File: config.mk
export PLATFORM = sky130hd
export DESIGN_NAME = serial_chan_prog
export DESIGN_NICKNAME = d
export VERILOG_FILES = /design/src/rtl/scp_pkg.sv /design/src/rtl/scp_sync.sv /design/src/rtl/scp_framer.sv /design/src/rtl/scp_bank.sv /design/src/rtl/serial_chan_prog.sv
export SDC_FILE = /design/constraint.sdc
export NUM_CORES = 1
export LEC_CHECK = 0
export ABC_CLOCK_PERIOD_IN_PS = 3600
export CORE_ASPECT_RATIO = 0.5
export CORE_MARGIN = 2
export CORE_UTILIZATION = 55
export DETAILED_ROUTE_END_ITERATION = 6
export DONT_BUFFER_PORTS = 1
export HOLD_SLACK_MARGIN = 0.02
export PLACE_DENSITY = 0.72
export SETUP_SLACK_MARGIN = 0.05
export SYNTH_ARGS = -nofsm -noshare
export SYNTH_HDL_FRONTEND = slang
export SYNTH_HIERARCHICAL = 1
export SYNTH_SLANG_ARGS = --single-unit
File: constraint.sdc
create_clock -name clk -period 3.6 [get_ports clk]
set_input_delay 0.72 -clock clk [delete_from_list [all_inputs] [get_ports clk]]
set_output_delay 0.72 -clock clk [all_outputs]
set_load 0.05 [all_outputs]
File: src/rtl/scp_pkg.sv
package scp_pkg;
  localparam int unsigned VAL_W  = 10;
  localparam int unsigned ADDR_W = 4;
  localparam int unsigned WORD_W = 2 + ADDR_W + VAL_W;

  // Field order is fixed by the serial word: test bit leads, value trails.
  typedef struct packed {
    logic              test_bit;
    logic              ext_clk;
    logic [ADDR_W-1:0] chan;
    logic [VAL_W-1:0]  value;
  } cmd_t;
endpackage

File: src/rtl/scp_sync.sv
module scp_sync #(
  parameter int unsigned WIDTH   = 3,
  parameter int unsigned STAGES  = 2,
  parameter logic [WIDTH-1:0] RST_VAL = '0
) (
  input  logic             clk,
  input  logic             rst_n,
  input  logic [WIDTH-1:0] d_i,
  output logic [WIDTH-1:0] q_o
);
  logic [WIDTH-1:0] stage_q [STAGES];

  for (genvar s = 0; s < STAGES; s++) begin : g_stage
    if (s == 0) begin : g_first
      always_ff @(posedge clk or negedge rst_n) begin
        if (!rst_n) stage_q[s] <= RST_VAL;
        else        stage_q[s] <= d_i;
      end
    end else begin : g_next
      always_ff @(posedge clk or negedge rst_n) begin
        if (!rst_n) stage_q[s] <= RST_VAL;
        else        stage_q[s] <= stage_q[s-1];
      end
    end
  end

  assign q_o = stage_q[STAGES-1];
endmodule

File: src/rtl/scp_framer.sv
module scp_framer #(
  parameter int unsigned WORD_W = scp_pkg::WORD_W
) (
  input  logic              clk,
  input  logic              rst_n,
  input  logic              sel_s,
  input  logic              sck_s,
  input  logic              sdi_s,
  output logic [WORD_W-1:0] word_o,
  output logic              commit_o,
  output logic              sdo_o,
  output logic              sck_rise_o,
  output logic              sck_fall_o
);
  localparam int unsigned CNT_W = $clog2(WORD_W + 1);
  localparam logic [CNT_W-1:0] CNT_FULL = CNT_W'(WORD_W);

  logic              sel_q, sck_q;
  logic [CNT_W-1:0]  cnt_q;
  logic [WORD_W-1:0] shift_q;
  logic              sdo_q, commit_q;
  logic              sel_fall, sel_rise, rise, fall, full;

  assign sel_fall = sel_q & ~sel_s;
  assign sel_rise = ~sel_q & sel_s;
  assign rise     = ~sel_s & sck_s & ~sck_q;
  assign fall     = ~sel_s & ~sck_s & sck_q;
  assign full     = (cnt_q == CNT_FULL);

  // Edge history of the synchronised pins.
  always_ff @(posedge clk or negedge rst_n) begin
    if (!rst_n) begin
      sel_q <= 1'b1;
      sck_q <= 1'b0;
    end else begin
      sel_q <= sel_s;
      sck_q <= sck_s;
    end
  end

  // Saturating count of rising edges in the current frame.
  always_ff @(posedge clk or negedge rst_n) begin
    if (!rst_n) begin
      cnt_q <= '0;
    end else if (sel_fall) begin
      cnt_q <= rise ? CNT_W'(1) : '0;
    end else if (rise && !full) begin
      cnt_q <= cnt_q + CNT_W'(1);
    end
  end

  always_ff @(posedge clk or negedge rst_n) begin
    if (!rst_n)    shift_q <= '0;
    else if (rise) shift_q <= {shift_q[WORD_W-2:0], sdi_s};
  end

  // The oldest stage, relaunched on the falling edge, is the chain output.
  always_ff @(posedge clk or negedge rst_n) begin
    if (!rst_n)    sdo_q <= 1'b0;
    else if (fall) sdo_q <= shift_q[WORD_W-1];
  end

  always_ff @(posedge clk or negedge rst_n) begin
    if (!rst_n) commit_q <= 1'b0;
    else        commit_q <= sel_rise & full;
  end

  assign word_o     = shift_q;
  assign commit_o   = commit_q;
  assign sdo_o      = sdo_q;
  assign sck_rise_o = rise;
  assign sck_fall_o = fall;
endmodule

File: src/rtl/scp_bank.sv
module scp_bank #(
  parameter int unsigned NCH    = 10,
  parameter int unsigned VAL_W  = scp_pkg::VAL_W,
  parameter int unsigned ADDR_W = scp_pkg::ADDR_W
) (
  input  logic                 clk,
  input  logic                 rst_n,
  input  logic                 commit_i,
  input  scp_pkg::cmd_t        cmd_i,
  output logic [NCH*VAL_W-1:0] vals_o,
  output logic                 ext_clk_o,
  output logic [NCH-1:0]       wr_en_o
);
  logic accept;
  logic ext_q;

  assign accept = commit_i & ~cmd_i.test_bit;

  for (genvar c = 0; c < NCH; c++) begin : g_chan
    logic [VAL_W-1:0] val_q;
    assign wr_en_o[c] = accept && (cmd_i.chan == ADDR_W'(c));

    always_ff @(posedge clk or negedge rst_n) begin
      if (!rst_n)          val_q <= '0;
      else if (wr_en_o[c]) val_q <= cmd_i.value;
    end

    assign vals_o[c*VAL_W +: VAL_W] = val_q;
  end

  // The source flag follows every accepted word, whatever its address.
  always_ff @(posedge clk or negedge rst_n) begin
    if (!rst_n)      ext_q <= 1'b0;
    else if (accept) ext_q <= cmd_i.ext_clk;
  end

  assign ext_clk_o = ext_q;
endmodule

File: src/rtl/serial_chan_prog.sv
module serial_chan_prog #(
  parameter int unsigned NCH         = 10,
  parameter int unsigned SYNC_STAGES = 2
) (
  input  logic                          clk,
  input  logic                          rst_n,
  input  logic                          sel_n,
  input  logic                          sck,
  input  logic                          sdi,
  output logic                          sdo,
  output logic                          ext_clk_sel,
  output logic [NCH*scp_pkg::VAL_W-1:0] chan_vals
);
  localparam int unsigned WORD_W = scp_pkg::WORD_W;

  logic [2:0]        pins_s;
  logic              sel_s, sck_s, sdi_s;
  logic              sck_rise, sck_fall, commit;
  logic [WORD_W-1:0] word;
  scp_pkg::cmd_t     cmd;
  logic [NCH-1:0]    wr_en;

  scp_sync #(
    .WIDTH  (3),
    .STAGES (SYNC_STAGES),
    .RST_VAL(3'b100)
  ) u_sync (
    .clk  (clk),
    .rst_n(rst_n),
    .d_i  ({sel_n, sck, sdi}),
    .q_o  (pins_s)
  );

  assign sel_s = pins_s[2];
  assign sck_s = pins_s[1];
  assign sdi_s = pins_s[0];

  scp_framer #(.WORD_W(WORD_W)) u_framer (
    .clk       (clk),
    .rst_n     (rst_n),
    .sel_s     (sel_s),
    .sck_s     (sck_s),
    .sdi_s     (sdi_s),
    .word_o    (word),
    .commit_o  (commit),
    .sdo_o     (sdo),
    .sck_rise_o(sck_rise),
    .sck_fall_o(sck_fall)
  );

  assign cmd = word;

  scp_bank #(
    .NCH   (NCH),
    .VAL_W (scp_pkg::VAL_W),
    .ADDR_W(scp_pkg::ADDR_W)
  ) u_bank (
    .clk      (clk),
    .rst_n    (rst_n),
    .commit_i (commit),
    .cmd_i    (cmd),
    .vals_o   (chan_vals),
    .ext_clk_o(ext_clk_sel),
    .wr_en_o  (wr_en)
  );
endmodule

# Word-level counts from Yosys, hierarchy flattened
# Index checks and enable logic that the tools add are counted.
dict set report op_classes {
  bitwise 13
  n_addsub 1
  eq_ne 10
  muxes 3
  n_reduce_logical 14
}
# op n
set ops {}
lappend ops {{equality test 4 x 3 -> 1 bit, second input constant} 4}
lappend ops {{logical AND 1 bit} 11}
lappend ops {{two-way mux 5 bit} 2}
lappend ops {{AND 1 bit} 8}
lappend ops {{equality test 4 x 2 -> 1 bit, second input constant} 2}
lappend ops {{equality test 4 bit, second input constant} 2}
lappend ops {{adder 5 x 1 -> 5 bit, second input constant} 1}
lappend ops {{equality test 5 bit, second input constant} 1}
lappend ops {{inverter 1 bit} 5}
lappend ops {{equality test 4 x 1 -> 1 bit, second input constant} 1}
lappend ops {{logical NOT 4 bit} 1}
lappend ops {{nonzero test 2 bit} 1}
lappend ops {{logical NOT 1 bit} 1}
lappend ops {{two-way mux 1 bit} 1}
dict set report totals {
  elab_cells 60
  in_bits 5
  regBits 132
  output_inout_bits 102
}

# Logic depth before layout (Yosys ltp)
dict set report logic_depth {
  ltp_word 6
  depth_mapped 6
  ltp_nobuf 5
}

# Hierarchy
# The synthesis kept the hierarchy.
# mod instances seq_area_each_um2 area_per_inst_um2 cells_each
set by_module_without_submodules {}
lappend by_module_without_submodules {scp_bank 1 2527.4 3943.8 248}
lappend by_module_without_submodules {scp_framer 1 626.9 1034.7 108}
lappend by_module_without_submodules {scp_sync 1 152.6 175.2 9}

# Worst setup path before layout
# OpenSTA, ideal clock, no wires.
dict set report synth_path {
  path_type {register -> register}
  from {reg u_sync.stage_q, in the netlist u_sync/q_o[2]}
  to {reg u_framer.cnt_q[2]}
  n_path_buf 1
  setup_ps 77
  slack_ps 2055
  t_arrival_ps 1468
  required_time_ps 3523
  path_stages_with_launch 5
  period_less_slack_ps 1545
  path_cell_list {dfstp_2 > buf_4 > or3b_4 > or4_1 > a21oi_1}
}
dict set report synth_via {
  elab_chain_len 5
  elab_cells_between_ends 7
  classes_between {mux: 1; bitwise: 4; reduce/logical: 2}
}
# element line_no
set synth_lines {}
lappend synth_lines {{start, declared} scp_sync.sv:11} ;# logic [WIDTH-1:0] stage_q [STAGES];
lappend synth_lines {{start signal, assigned by index} scp_sync.sv:22} ;# else stage_q[s] <= stage_q[s-1];
lappend synth_lines {{inverter 1 bit (*)} {scp_framer.sv:24, scp_framer.sv:26}}
lappend synth_lines {{AND 1 bit (2 in a row)} scp_framer.sv:26} ;# assign rise = ~sel_s & sck_s & ~sck_q;
lappend synth_lines {{logical AND 1 bit} scp_framer.sv:47} ;# end else if (rise && !full) begin
lappend synth_lines {{nonzero test 2 bit (no source line)} -}
lappend synth_lines {{end signal, assigned} scp_framer.sv:46} ;# cnt_q <= rise ? CNT_W'(1) : '0;
lappend synth_lines {{end signal, assigned} scp_framer.sv:48} ;# cnt_q <= cnt_q + CNT_W'(1);
lappend synth_lines {{end, declared} scp_framer.sv:19} ;# logic [CNT_W-1:0] cnt_q;
# Every way passes the cells marked *; elsewhere a longest branch is shown, timed or not.
# A chain may end at the register's enable or synchronous reset.

# Final worst setup path
dict set report layout_path {
  from {reg u_framer.shift_q[12] (netlist: u_framer/word_o[12])}
  to {reg u_bank.g_chan[3].val_q[9]}
}
dict set report layout_via {
  elab_chain_len 2
}
# element line_no
set layout_lines {}
lappend layout_lines {{start, declared} scp_framer.sv:20} ;# logic [WORD_W-1:0] shift_q;
lappend layout_lines {{start signal, assigned} scp_framer.sv:54} ;# else if (rise) shift_q <= {shift_q[WORD_W-2:0], sdi_s};
lappend layout_lines {{equality test 4 x 2 -> 1 bit} scp_bank.sv:21} ;# assign wr_en_o[c] = accept && (cmd_i.chan == ADDR_W'(c));
lappend layout_lines {{logical AND 1 bit} scp_bank.sv:21}
lappend layout_lines {{end signal, assigned} scp_bank.sv:25} ;# else if (wr_en_o[c]) val_q <= cmd_i.value;
lappend layout_lines {{end, declared} scp_bank.sv:20} ;# logic [VAL_W-1:0] val_q;
# No other way between the ends.

==> impl_metrics.py <==
metrics = {
    "finish": {
        "diodes": 0,
        "area_growth_pct": 11.46,
        "drive_gt1_frac": 0.3833,
        "nets": 356,
        "final_util": 0.6442,
        "n_fill_cell": 620,
    },
    "placement": {
        "dpl.hpwl_mm": 6.680,
        "dp_slack_ns": 1.797,
        "gp_congestion": 0.7610,
        "io_buffers": 0,
    },
    "route": {
        "ant_nets": 0,
        "drtPass1Iterations": 4,
        "wl_per_cell_um": 21.64,
        "vias_per_cell": 5.742,
        "drc_errors": 0,
        "wirelength_mm": 10.32,
        "vias": 2739,
        "drt_iter0_markers": 210,
    },
    "floorplan": {
        "dieWidth_um": 140.4,
        "dieHeight_um": 72.23,
        "coreArea_um2": 8859,
        "initial_core_util": 0.5780,
        "num_rows": 24,
        "io_pins": 107,
        "die_area_um2": 10140,
    },
    "clock_tree": {
        "cts_max_level": 4,
        "cts_resized": 0,
        "clockBufferDepth": 2,
        "clock_latency_ns": 0.41,
        "cts.sinks": 132,
        "path_clk_slew_ns": 0.06,
        "cts_buffers": 17,
        "cts_tree": "built",
        "clock_tree.root_cell": "clkbuf_16",
    },
    "sta": {
        "rsz0062_at_grt": "no",
        "fin_skew_ns": 0.007221,
        "setup_viol": 0,
        "maxSlewHeadroom": 0.5959,
        "fmaxAchievable_mhz": 542.9,
        "fin_hold_ws_ns": 0.007700,
        "worst_slack_ns": 1.758,
        "worstMarginPinSlew_ns": 0.6044,
        "fin_setup_tns_ns": 0,
        "drv_slew": 0,
        "fin_crit_ns": 1.842,
        "hold_viol": 0,
        "period_share": 0.5116,
    },
    "grt": {
        "use_met2": 0.3660,
        "globalRoute.totalOverflow": 0,
        "use_met1": 0.2783,
        "grt_pass1_vias": 2933,
        "grt_start_max_net_pins": 133,
        "top_usage_layer": "met2",
        "grt_antenna_before_repair": 0,
        "met3_usage": 0.09109,
        "grt_pass1_wl_mm": 16.75,
        "track_usage": 0.2250,
    },
    "yosys": {
        "syn_area_per_cell_um2": 14.38,
        "synth_warnings": 6,
        "syn_inst": 356,
        "synth_fp_nets": 363,
        "mappedNetlistArea_um2": 5120,
    },
    "critical_path": {
        "crit_arrival_ns": 2.13,
        "end_kind": "flop",
        "required_ns": 3.89,
        "rr_worst_depth": 3,
        "startpoint_type": "flop",
        "path_class": "flop to flop",
        "cp_max_fo": 10,
    },
    "run_status": {
        "status": "finished, final reports clean",
    },
    "power": {
        "p_leak_nw": 2.925,
        "power_density_nw_per_um2": 596.2,
        "peakVddDrop_mv": 0.3631,
        "p_total_mw": 3.403,
    },
    "worst_hold_path": {
        "hold_class": "input pin to async pin",
    },
    "job": {
        "max_cap_viol_count": 0,
    },
}
==> cell usage in the layout (no fill, tap or decap), drive strengths merged <==
cell type / instances
or3: 2
clkinvlp: 3
nand4bb: 2
or4: 1
nand2b: 1
nor2: 1
ha: 2
nand4: 1
nor4bb: 1
o21ai: 4
dfrtp: 129
clkbuf: 20
dfstp: 3
clkinv: 3
nor2b: 4
inv: 4
nor4b: 1
nand3: 2
and4bb: 2
a21oi: 4
nor3b: 2
nand2: 58
o211ai: 2
and4: 1
bufinv: 4
or3b: 1
mux2: 102
==> registers in the layout, summed over array words and instances (netlist names), 3 cells and up <==
register,count
u_framer/cnt_q,5
u_sync/stage_q,3
u_bank/g_chan.val_q,100
u_framer/word_o,16
u_sync/q_o,3
==> metal layers <==
layer | wire length [um] | vias to the layer above
met2 | 5020 | 85
met5 | 0 | -
met4 | 109 | 0
li1 | - | 1213
met3 | 844 | 13
met1 | 4347 | 1428
==> report_power, final <==
part,total (mW),switching [mW],internal (mW)
logic,0.0460,0.0247,0.0213
registers,1.60,0.0864,1.52
clock network,1.75,0.591,1.16
==> metrics by stage <==
step,instances,area (um^2)
2_1_floorplan,356,5120
6_report,477,5707
3_3_place_gp,447,5102
5_1_grt,477,5707
4_1_cts,477,5707
3_5_place_dp,447,5102
==> path summary, 6_finish.rpt <==
check                           slack [ns]           startpoint                        end
worst min register to register        0.35    u_sync/stage_q[3]              u_sync/q_o[0]
worst max register to register        1.76  u_framer/word_o[12]  u_bank/g_chan[3].val_q[9]
max in group asynchronous             3.40                rst_n             u_framer/sel_q
worst min-delay path                 0.008                rst_n        u_framer/word_o[15]
worst max-delay path                  1.76  u_framer/word_o[12]  u_bank/g_chan[3].val_q[9]
min in group clk                      0.31                sel_n          u_sync/stage_q[5]
==> layout make-up <==
cell class	instances	area [um^2]	share of cell area
flip-flops and latches	132	3307	0.5795
multi-input cells	194	1634	0.2863
clock buffers	20	446.7	0.07827
clock inverters	10	157.7	0.02763
well taps	117	146.4	0.02565
inverters	4	15.01	0.002631
==> critical path, stage by stage, from the launching register on <==
cell	delay [ns]
dfrtp_1	0.42
nor2_1	0.27
nand4_1	0.54
mux2_2	0.48
==> what timing repair did <==
action                                  4_1_cts  5_1_grt
endpoints found under the setup margin        0        0
hold endpoints to repair                    129      129
setup buffers                                 0        0
Power figures use the tool's default switching activity.
